## src/rtl/llsc_pkg.sv

```systemverilog
package llsc_pkg;
  typedef enum logic [1:0] {
    OP_LOAD  = 2'd0,
    OP_STORE = 2'd1,
    OP_LL    = 2'd2,
    OP_SC    = 2'd3
  } op_e;
endpackage

```

## src/rtl/llsc_arb.sv

```systemverilog
module llsc_arb #(
  parameter int NREQ = 2,
  localparam int IW = (NREQ > 1) ? $clog2(NREQ) : 1
) (
  input  logic [NREQ-1:0] req_i,
  output logic [NREQ-1:0] gnt_o,
  output logic [IW-1:0]   idx_o,
  output logic            any_o
);
  // fixed priority, lowest index wins
  always_comb begin
    gnt_o = '0;
    idx_o = '0;
    for (int i = NREQ - 1; i >= 0; i--) begin
      if (req_i[i]) begin
        gnt_o    = '0;
        gnt_o[i] = 1'b1;
        idx_o    = IW'(i);
      end
    end
  end

  assign any_o = |req_i;
endmodule

```

## src/rtl/llsc_resv.sv

```systemverilog
module llsc_resv
  import llsc_pkg::*;
#(
  parameter int NREQ = 2,
  parameter int AW   = 4,
  localparam int IW = (NREQ > 1) ? $clog2(NREQ) : 1
) (
  input  logic          clk_i,
  input  logic          rst_ni,
  input  logic          acc_i,
  input  logic [IW-1:0] idx_i,
  input  op_e           op_i,
  input  logic [AW-1:0] addr_i,
  input  logic          we_i,
  output logic          sc_ok_o
);
  logic [NREQ-1:0]         vld_q;
  logic [NREQ-1:0][AW-1:0] adr_q;

  for (genvar g = 0; g < NREQ; g++) begin : g_entry
    logic own, hit;
    assign own = acc_i && (idx_i == IW'(g));
    assign hit = we_i && vld_q[g] && (adr_q[g] == addr_i);

    always_ff @(posedge clk_i or negedge rst_ni) begin
      if (!rst_ni) begin
        vld_q[g] <= 1'b0;
        adr_q[g] <= '0;
      end else if (own && op_i == OP_LL) begin
        vld_q[g] <= 1'b1;
        adr_q[g] <= addr_i;
      end else if ((own && op_i == OP_SC) || hit) begin
        vld_q[g] <= 1'b0;
      end
    end
  end

  assign sc_ok_o = vld_q[idx_i] && (adr_q[idx_i] == addr_i);
endmodule

```

## src/rtl/llsc_mem.sv

```systemverilog
module llsc_mem #(
  parameter int AW = 4,
  parameter int DW = 32,
  localparam int DEPTH = 1 << AW
) (
  input  logic          clk_i,
  input  logic          rst_ni,
  input  logic          we_i,
  input  logic [AW-1:0] addr_i,
  input  logic [DW-1:0] wdata_i,
  output logic [DW-1:0] rdata_o
);
  logic [DW-1:0] mem_q [DEPTH];

  always_ff @(posedge clk_i or negedge rst_ni) begin
    if (!rst_ni) begin
      for (int k = 0; k < DEPTH; k++) mem_q[k] <= '0;
    end else if (we_i) begin
      mem_q[addr_i] <= wdata_i;
    end
  end

  assign rdata_o = mem_q[addr_i];
endmodule

```

## src/rtl/llsc_monitor.sv

```systemverilog
module llsc_monitor
  import llsc_pkg::*;
#(
  parameter int NREQ = 2,
  parameter int AW   = 4,
  parameter int DW   = 32
) (
  input  logic                    clk_i,
  input  logic                    rst_ni,
  input  logic [NREQ-1:0]         req_i,
  input  logic [NREQ-1:0][1:0]    op_i,
  input  logic [NREQ-1:0][AW-1:0] addr_i,
  input  logic [NREQ-1:0][DW-1:0] wdata_i,
  output logic [NREQ-1:0]         gnt_o,
  output logic [NREQ-1:0]         rsp_valid_o,
  output logic [NREQ-1:0][DW-1:0] rsp_data_o
);
  localparam int IW = (NREQ > 1) ? $clog2(NREQ) : 1;

  logic [IW-1:0] idx;
  logic          acc;
  op_e           op;
  logic [AW-1:0] addr;
  logic [DW-1:0] wdata, rdata, result;
  logic          sc_ok, we;

  llsc_arb #(.NREQ(NREQ)) i_arb (
    .req_i (req_i),
    .gnt_o (gnt_o),
    .idx_o (idx),
    .any_o (acc)
  );

  assign op    = op_e'(op_i[idx]);
  assign addr  = addr_i[idx];
  assign wdata = wdata_i[idx];
  assign we    = acc && ((op == OP_STORE) || (op == OP_SC && sc_ok));

  llsc_resv #(.NREQ(NREQ), .AW(AW)) i_resv (
    .clk_i   (clk_i),
    .rst_ni  (rst_ni),
    .acc_i   (acc),
    .idx_i   (idx),
    .op_i    (op),
    .addr_i  (addr),
    .we_i    (we),
    .sc_ok_o (sc_ok)
  );

  llsc_mem #(.AW(AW), .DW(DW)) i_mem (
    .clk_i   (clk_i),
    .rst_ni  (rst_ni),
    .we_i    (we),
    .addr_i  (addr),
    .wdata_i (wdata),
    .rdata_o (rdata)
  );

  always_comb begin
    unique case (op)
      OP_LOAD, OP_LL: result = rdata;
      OP_SC:          result = DW'(sc_ok);
      default:        result = '0;
    endcase
  end

  always_ff @(posedge clk_i or negedge rst_ni) begin
    if (!rst_ni) begin
      rsp_valid_o <= '0;
      rsp_data_o  <= '0;
    end else begin
      rsp_valid_o <= gnt_o;
      if (acc) rsp_data_o[idx] <= result;
    end
  end
endmodule

```

## config.mk

```make
export PLATFORM = sky130hd
export DESIGN_NAME = llsc_monitor
export DESIGN_NICKNAME = d
export VERILOG_FILES = /design/src/rtl/llsc_pkg.sv /design/src/rtl/llsc_arb.sv /design/src/rtl/llsc_resv.sv /design/src/rtl/llsc_mem.sv /design/src/rtl/llsc_monitor.sv
export SDC_FILE = /design/constraint.sdc
export NUM_CORES = 1
export LEC_CHECK = 0
export BUFFER_PORTS_ARGS = -buffer_cell sky130_fd_sc_hd__buf_2
export CELL_PAD_IN_SITES_DETAIL_PLACEMENT = 2
export CELL_PAD_IN_SITES_GLOBAL_PLACEMENT = 2
export CORE_AREA = 2 2 243 305
export DETAILED_ROUTE_END_ITERATION = 8
export DIE_AREA = 0 0 245 307
export PLACE_DENSITY_LB_ADDON = 0.1
export SYNTH_ARGS = -nofsm -noshare
export SYNTH_HDL_FRONTEND = slang
export SYNTH_SLANG_ARGS = --single-unit
```

## constraint.sdc

```tcl
create_clock -name clk_i -period 2.4 [get_ports clk_i]
set_input_delay 0.24 -clock clk_i [delete_from_list [all_inputs] [get_ports clk_i]]
set_output_delay 0.24 -clock clk_i [all_outputs]
set_load 0.01 [all_outputs]
```

## Word-level counts from Yosys, hierarchy flattened

Index checks and enable logic that the tools add are counted.

- Register bits after elaboration: 588
- Input port bits: 80
- Output and inout port bits: 68
- Word-level logic and storage cells: 86

- Order comparisons: 4
- Eq/ne operators: 6
- Mux-type cells: 28
- Bitwise logic cells: 2
- Reduce and logical (&&, ||, !) cells: 23

Operators by type and width:

| kind | count |
|---|---|
| $bwmux 512 | 1 |
| $mux 32 | 6 |
| $bmux 32 s4 | 1 |
| $demux 32 s4 | 1 |
| $bwmux 64 | 1 |
| $pmux 32 s2 | 1 |
| $demux 32 s1 | 1 |
| $mux 4 | 4 |
| $logic_and 1x1->1 | 15 |
| $eq 4x4->1 | 3 |
| $mux 1 | 8 |
| $mux 2 | 4 |
| $ge 5x5->1 const B | 1 |
| $lt 5x1->1 const B | 1 |
| $not 4->5 | 1 |
| $eq 2x2->1 const B | 2 |
| $reduce_bool 2->1 | 2 |
| $reduce_or 2->1 | 2 |
| $logic_or 1x1->1 | 3 |
| $eq 2x1->1 const B | 1 |
| $logic_not 2->1 | 1 |
| $lt 1x2->1 const B | 1 |
| $ge 1x1->1 const B | 1 |
| $not 1->1 | 1 |

## Longest topological paths before layout

- Depth in word-level cells: 14
- Gate-level depth with buffers: 11
- Gate-level depth less buffers: 7

## By module

A second synthesis with hierarchy kept.

- Cells, all modules: 1751
- Area, all modules: 26452.9 um^2

Modules (own cells, without submodules):

| module | instances | cells an instance | area each (um^2) | seq. area each (um^2) |
|---|---|---|---|---|
| llsc_mem | 1 | 1407 | 22871.9 | 12812.3 |
| llsc_monitor | 1 | 293 | 2946.6 | 1651.6 |
| llsc_resv | 1 | 47 | 606.8 | 250.2 |
| llsc_arb | 1 | 4 | 27.5 | 0.0 |

## Worst setup path after synthesis

Ideal clock, no wire load.

- Path kind: reg2reg
- From: register i_resv.adr_q[3] in the netlist's numbering
- To: register i_mem.mem_q[129] in the netlist's numbering
- Setup time: 0.128 ns
- Data arrival time: 2.256 ns
- Required time: 2.272 ns
- Path slack: 0.017 ns
- Stages on the path, launching flop included: 9
- Buffers on the path: 2
- Period minus slack after synthesis: 2.383 ns
- Cells stage by stage: dfrtp_1 xnor2_1 nand2_1 o41ai_2 mux2i_1 buf_6 nor4b_4 buf_6 mux2_1

- Word-level cells in the longest chain between the ends: 7

RTL lines:

| element | RTL line | RTL |
|---|---|---|
| from (decl) | llsc_resv.sv:18 | `logic [NREQ-1:0][AW-1:0] adr_q;` |
| from (signal, indexed assignment) | llsc_resv.sv:31 | `adr_q[g] <= addr_i;` |
| $mux 4 (not written as such) (2 in series) | llsc_resv.sv:38 | `assign sc_ok_o = vld_q[idx_i] && (adr_q[idx_i] == addr_i);` |
| $eq 4x4->1 | llsc_resv.sv:38 |  |
| $logic_and 1x1->1 | llsc_resv.sv:38 |  |
| $logic_and 1x1->1 | llsc_monitor.sv:37 | `assign we = acc && ((op == OP_STORE) \|\| (op == OP_SC && sc_ok));` |
| $logic_or 1x1->1 | llsc_monitor.sv:37 |  |
| $logic_and 1x1->1 | llsc_monitor.sv:37 |  |
| to (signal, indexed assignment) | llsc_mem.sv:19 | `mem_q[addr_i] <= wdata_i;` |
| to (decl) | llsc_mem.sv:13 | `logic [DW-1:0] mem_q [DEPTH];` |

No other way between the ends. The select of a mux whose other input is x is not followed.
A chain may end at the register's enable or synchronous reset.

## Final worst setup path

- From: register i_resv.adr_q[5] in the netlist's numbering
- To: register i_mem.mem_q[250] in the netlist's numbering

Same word-level chain as after synthesis.

==> metrics.md <==
| Metric | Value |
|---|---|
| Status | `complete, but fails checks` |
| Failing checks | `setup timing` |
| Core ar. | `72600 sq um` |
| Drt first pass iters | `5` |
| Cell taking the most area after synthesis | `dfrtp_1` |
| CP startpoint kind | `flop` |
| Routed len/inst | `36.2 um` |
| Ys Warns | `0` |
| FP Rows | `between 100 and 150` |
| GRT overflow | `0` |
| Pwr Total | `about 33 mW` |
| DP Area | `31900 sq um` |
| Mapped Area | `28000 sq um` |
| Clock root cell | `clkbuf_16` |
| CTS tree | `built` |
| Final Wtd Congestion | `0.815` |
| Area grow syn2layout | `35.0%` |
| CP Capture Type | `flop` |
| Dpl hpwl | `roughly 65000 um` |
| Start point of the worst hold path | `op_i[2]` |
| Critical path type | `flop to flop` |
| Hold Crit Class | `input port to flop` |
| Initial antenna violation count | `4` |
| Commonest non-fill, non-tap cell in the layout | `dfrtp_1` |
| Slew Limit Headroom | `25.8%` |
| Area contributors post-synth | `dfrtp_1 53%, mux2_2 19%, o211a_1 4.5%` |
| Pwr dens | `883 nW/um^2` |
| Max Freq | `between 0.3 and 0.4 GHz` |
| Via count | `roughly 22000` |
| Layout cells sized above 1 | `46.1%` |
| Post-layout util | `52.0%` |
| Setup-failing EPs final | `493` |
| Worst Hold Slack | `~0.048 ns` |
| Nets | `2641` |
| #FFs+latches synth | `588` |
| Vias in the first global route | `24100` |
| CP startpoint | `i_resv.adr_q[5]` |
| Crit path max fanout | `6` |
| Final Hold Viols | `0` |
| Clk Latency, worst-skew pair | `0.64 ns` |
| Mean Syn Cell Area | `roughly 13 sq um` |
| Initial core utilization | `38.5%` |
| Flop pwr share | `42.6%` |
| Pint | `~23 mW` |
| Overall global routing resource usage | `29.7%` |
| Worst-path clk slew | `0.07 ns` |
| Vias per cell | `6.19` |
| Final worst-path setup slack | `-0.299 ns` |
| RSZ-0062 raised after global routing | `yes` |
| FF-to-FF Start | `i_resv.adr_q[5]` |
| VDD IR max | `between 0.6 and 0.7 mV` |
| Clock period minus worst slack | `between 2 and 3 ns` |
| Number of synthesized flops with an enable pin | `0` |
| First-iteration detailed-routing DRC count | `1740` |
| DRC violations left | `0` |
| Period utilization | `112%` |
| Sink Count | `588` |
| Ys flop type | `dfrtp_1` |
| Critical Path AT | `3.20 ns` |
| Switch share | `29.5%` |
| Pleak | `18.2 nW` |
| Pre-CTS WS | `-0.718 ns` |
| Total die area | `75200 sq um` |
| Seq/Total Area, Yosys | `52.6%` |
| Final ANT Viol Nets | `0` |
| Clk network pwr share | `33.2%` |
| Max-slew violations | `0` |
| I/O pin count | `148` |
| Num CTS Buffers | `between 60 and 70` |
| Cells after synthesis | `2216` |
| Combinational power share | `24.3%` |
| Synthesized Nets | `2296` |
| Commonest non-fill, non-tap cells in the layout | `588 x dfrtp_1, 435 x mux2_4, 260 x nand2_1` |
| WP data required | `2.90 ns` |
| I/O Buffers | `147` |
| Post-layout instance area | `37800 sq um` |
| Die height | `between 300 and 400 um` |
| Filler Cells Inserted | `6603` |
| P_sw | `between 9 and 10 mW` |
| Slew @ Worst Pin | `1.11 ns` |
| Final wirelength | `129000 um` |
| First-pass GRT wire length | `165000 um` |
| Number of library cell types mapped by synthesis | `57` |
| Worst Clk Skew | `0.0287 ns` |
| H-tree depth | `3` |
| Die X | `245 um` |
| Area share of the leading cell type in the synthesized netlist | `52.6%` |
| Longest Clk Path Bufs | `3` |
| Largest net degree at the start of global routing | `70` |
| Max-cap violations | `0` |
| Synth async-reset ratio | `100%` |
-- power groups by stage --
| stage | Sequential (mW) | Clock, mW | Combinational [mW] |
|---|---|---|---|
| after floorplan | 13.5 | 0 | 3.92 |
| after global placement | 13.7 | 0 | 5.94 |
| after detailed placement | 14.0 | 0 | 6.27 |
| after CTS | 13.9 | 11.1 | 6.76 |
| after global routing | 14.4 | 11.6 | 8.56 |
| final | 14.2 | 11.1 | 8.09 |
-- cells in the mapped netlist (all sizes together), types with 7 or more instances --
master and instances:
xnor2 12, clkbuf 95, a21oi 8, nor2 8, nand2 261, o211a 126, nor3b 8, mux2i 7
a211oi 127, a31oi 10, buf 127, mux2 523, o22ai 32, o41ai 32, nand4 61, mux4 32
nor3 11, o2111ai 29, o21ai 39, inv 37, dfrtp 588
-- logic make-up after synthesis --
logic type / after synthesis / synth area share (%)
and+or+nand+nor: 375 / 6.57
buffers and inverters: 259 / 4.29
xor gates and xnor gates: 16 / 0.501
DFF: 588 / 52.6
muxes: 562 / 23.9
AOI/OAI and AO/OA: 416 / 12.1
-- routing by layer --
layer | vias to the layer above | track usage [%] | wire [um]
li1 | 8915 | - | -
met1 | 11900 | 37.3 | 50600
met2 | 845 | 50.6 | 62600
met3 | 425 | 3.54 | 6940
met4 | 2 | 14.4 | 9140
met5 | - | 0 | 13
-- final timing paths --
path | end | slack [ns] | cells after the start
min in group asynchronous | rsp_data_o[6] | 0.25 | 2
max in group asynchronous | i_mem.mem_q[404] | 1.24 | 3
min reg2reg | rsp_data_o[40] | 0.47 | 2
max | i_mem.mem_q[250] | -0.30 | 10
max reg2reg | i_mem.mem_q[250] | -0.30 | 10
min | i_resv.vld_q[1] | 0.05 | 3
-- metrics by stage --
| step | setup TNS (ns) | std cells |
|---|---|---|
| after floorplan | 0 | 2216 |
| after global placement | -96.94 | 3362 |
| after detailed placement | -118.68 | 3362 |
| after CTS | -30.93 | 3538 |
| after global routing | -97.86 | 3570 |
| final | -78.95 | 3571 |
-- registers in the layout (all words and copies together), names as in the netlist --
register / cells
i_resv.vld_q: 2
rsp_valid_o: 2
i_mem.mem_q: 512
rsp_data_o: 64
i_resv.adr_q: 8
-- worst max-delay path, stage by stage, from the launching register on --
cell,delay [ns]
dfrtp_1,0.40
xor2_1,0.19
o41ai_2,0.41
buf_4,0.23
mux2i_4,0.11
buf_12,0.15
buf_6,0.11
nor4_4,0.15
buf_6,0.27
buf_8,0.19
mux2_2,0.35
-- area by class of cell --
type                            count  area, sq um  area share (%)
Sequential cell                   588        14700            39.0
Inverter                           37          146           0.388
Clock buffer                       95         1990            5.26
Multi-Input combinational cell   1369        13900            36.9
Timing Repair Buffer              498         5470            14.5
Tap cell                          960         1200            3.18
Antenna cell                        1         2.50         0.00663
Clock inverter                     23          300           0.795
-- timing repair --
action / in CTS / in global routing
pin swaps: 11 / 10
gates resized for setup: 160 / 403
endpoints found under the setup margin: 514 / 519
hold endpoints to repair: 46 / 0
hold buffers: 2 / 0
buffers inserted: 41 / 20
gates cloned: 18 / 30
Power figures use the tool's default switching activity.
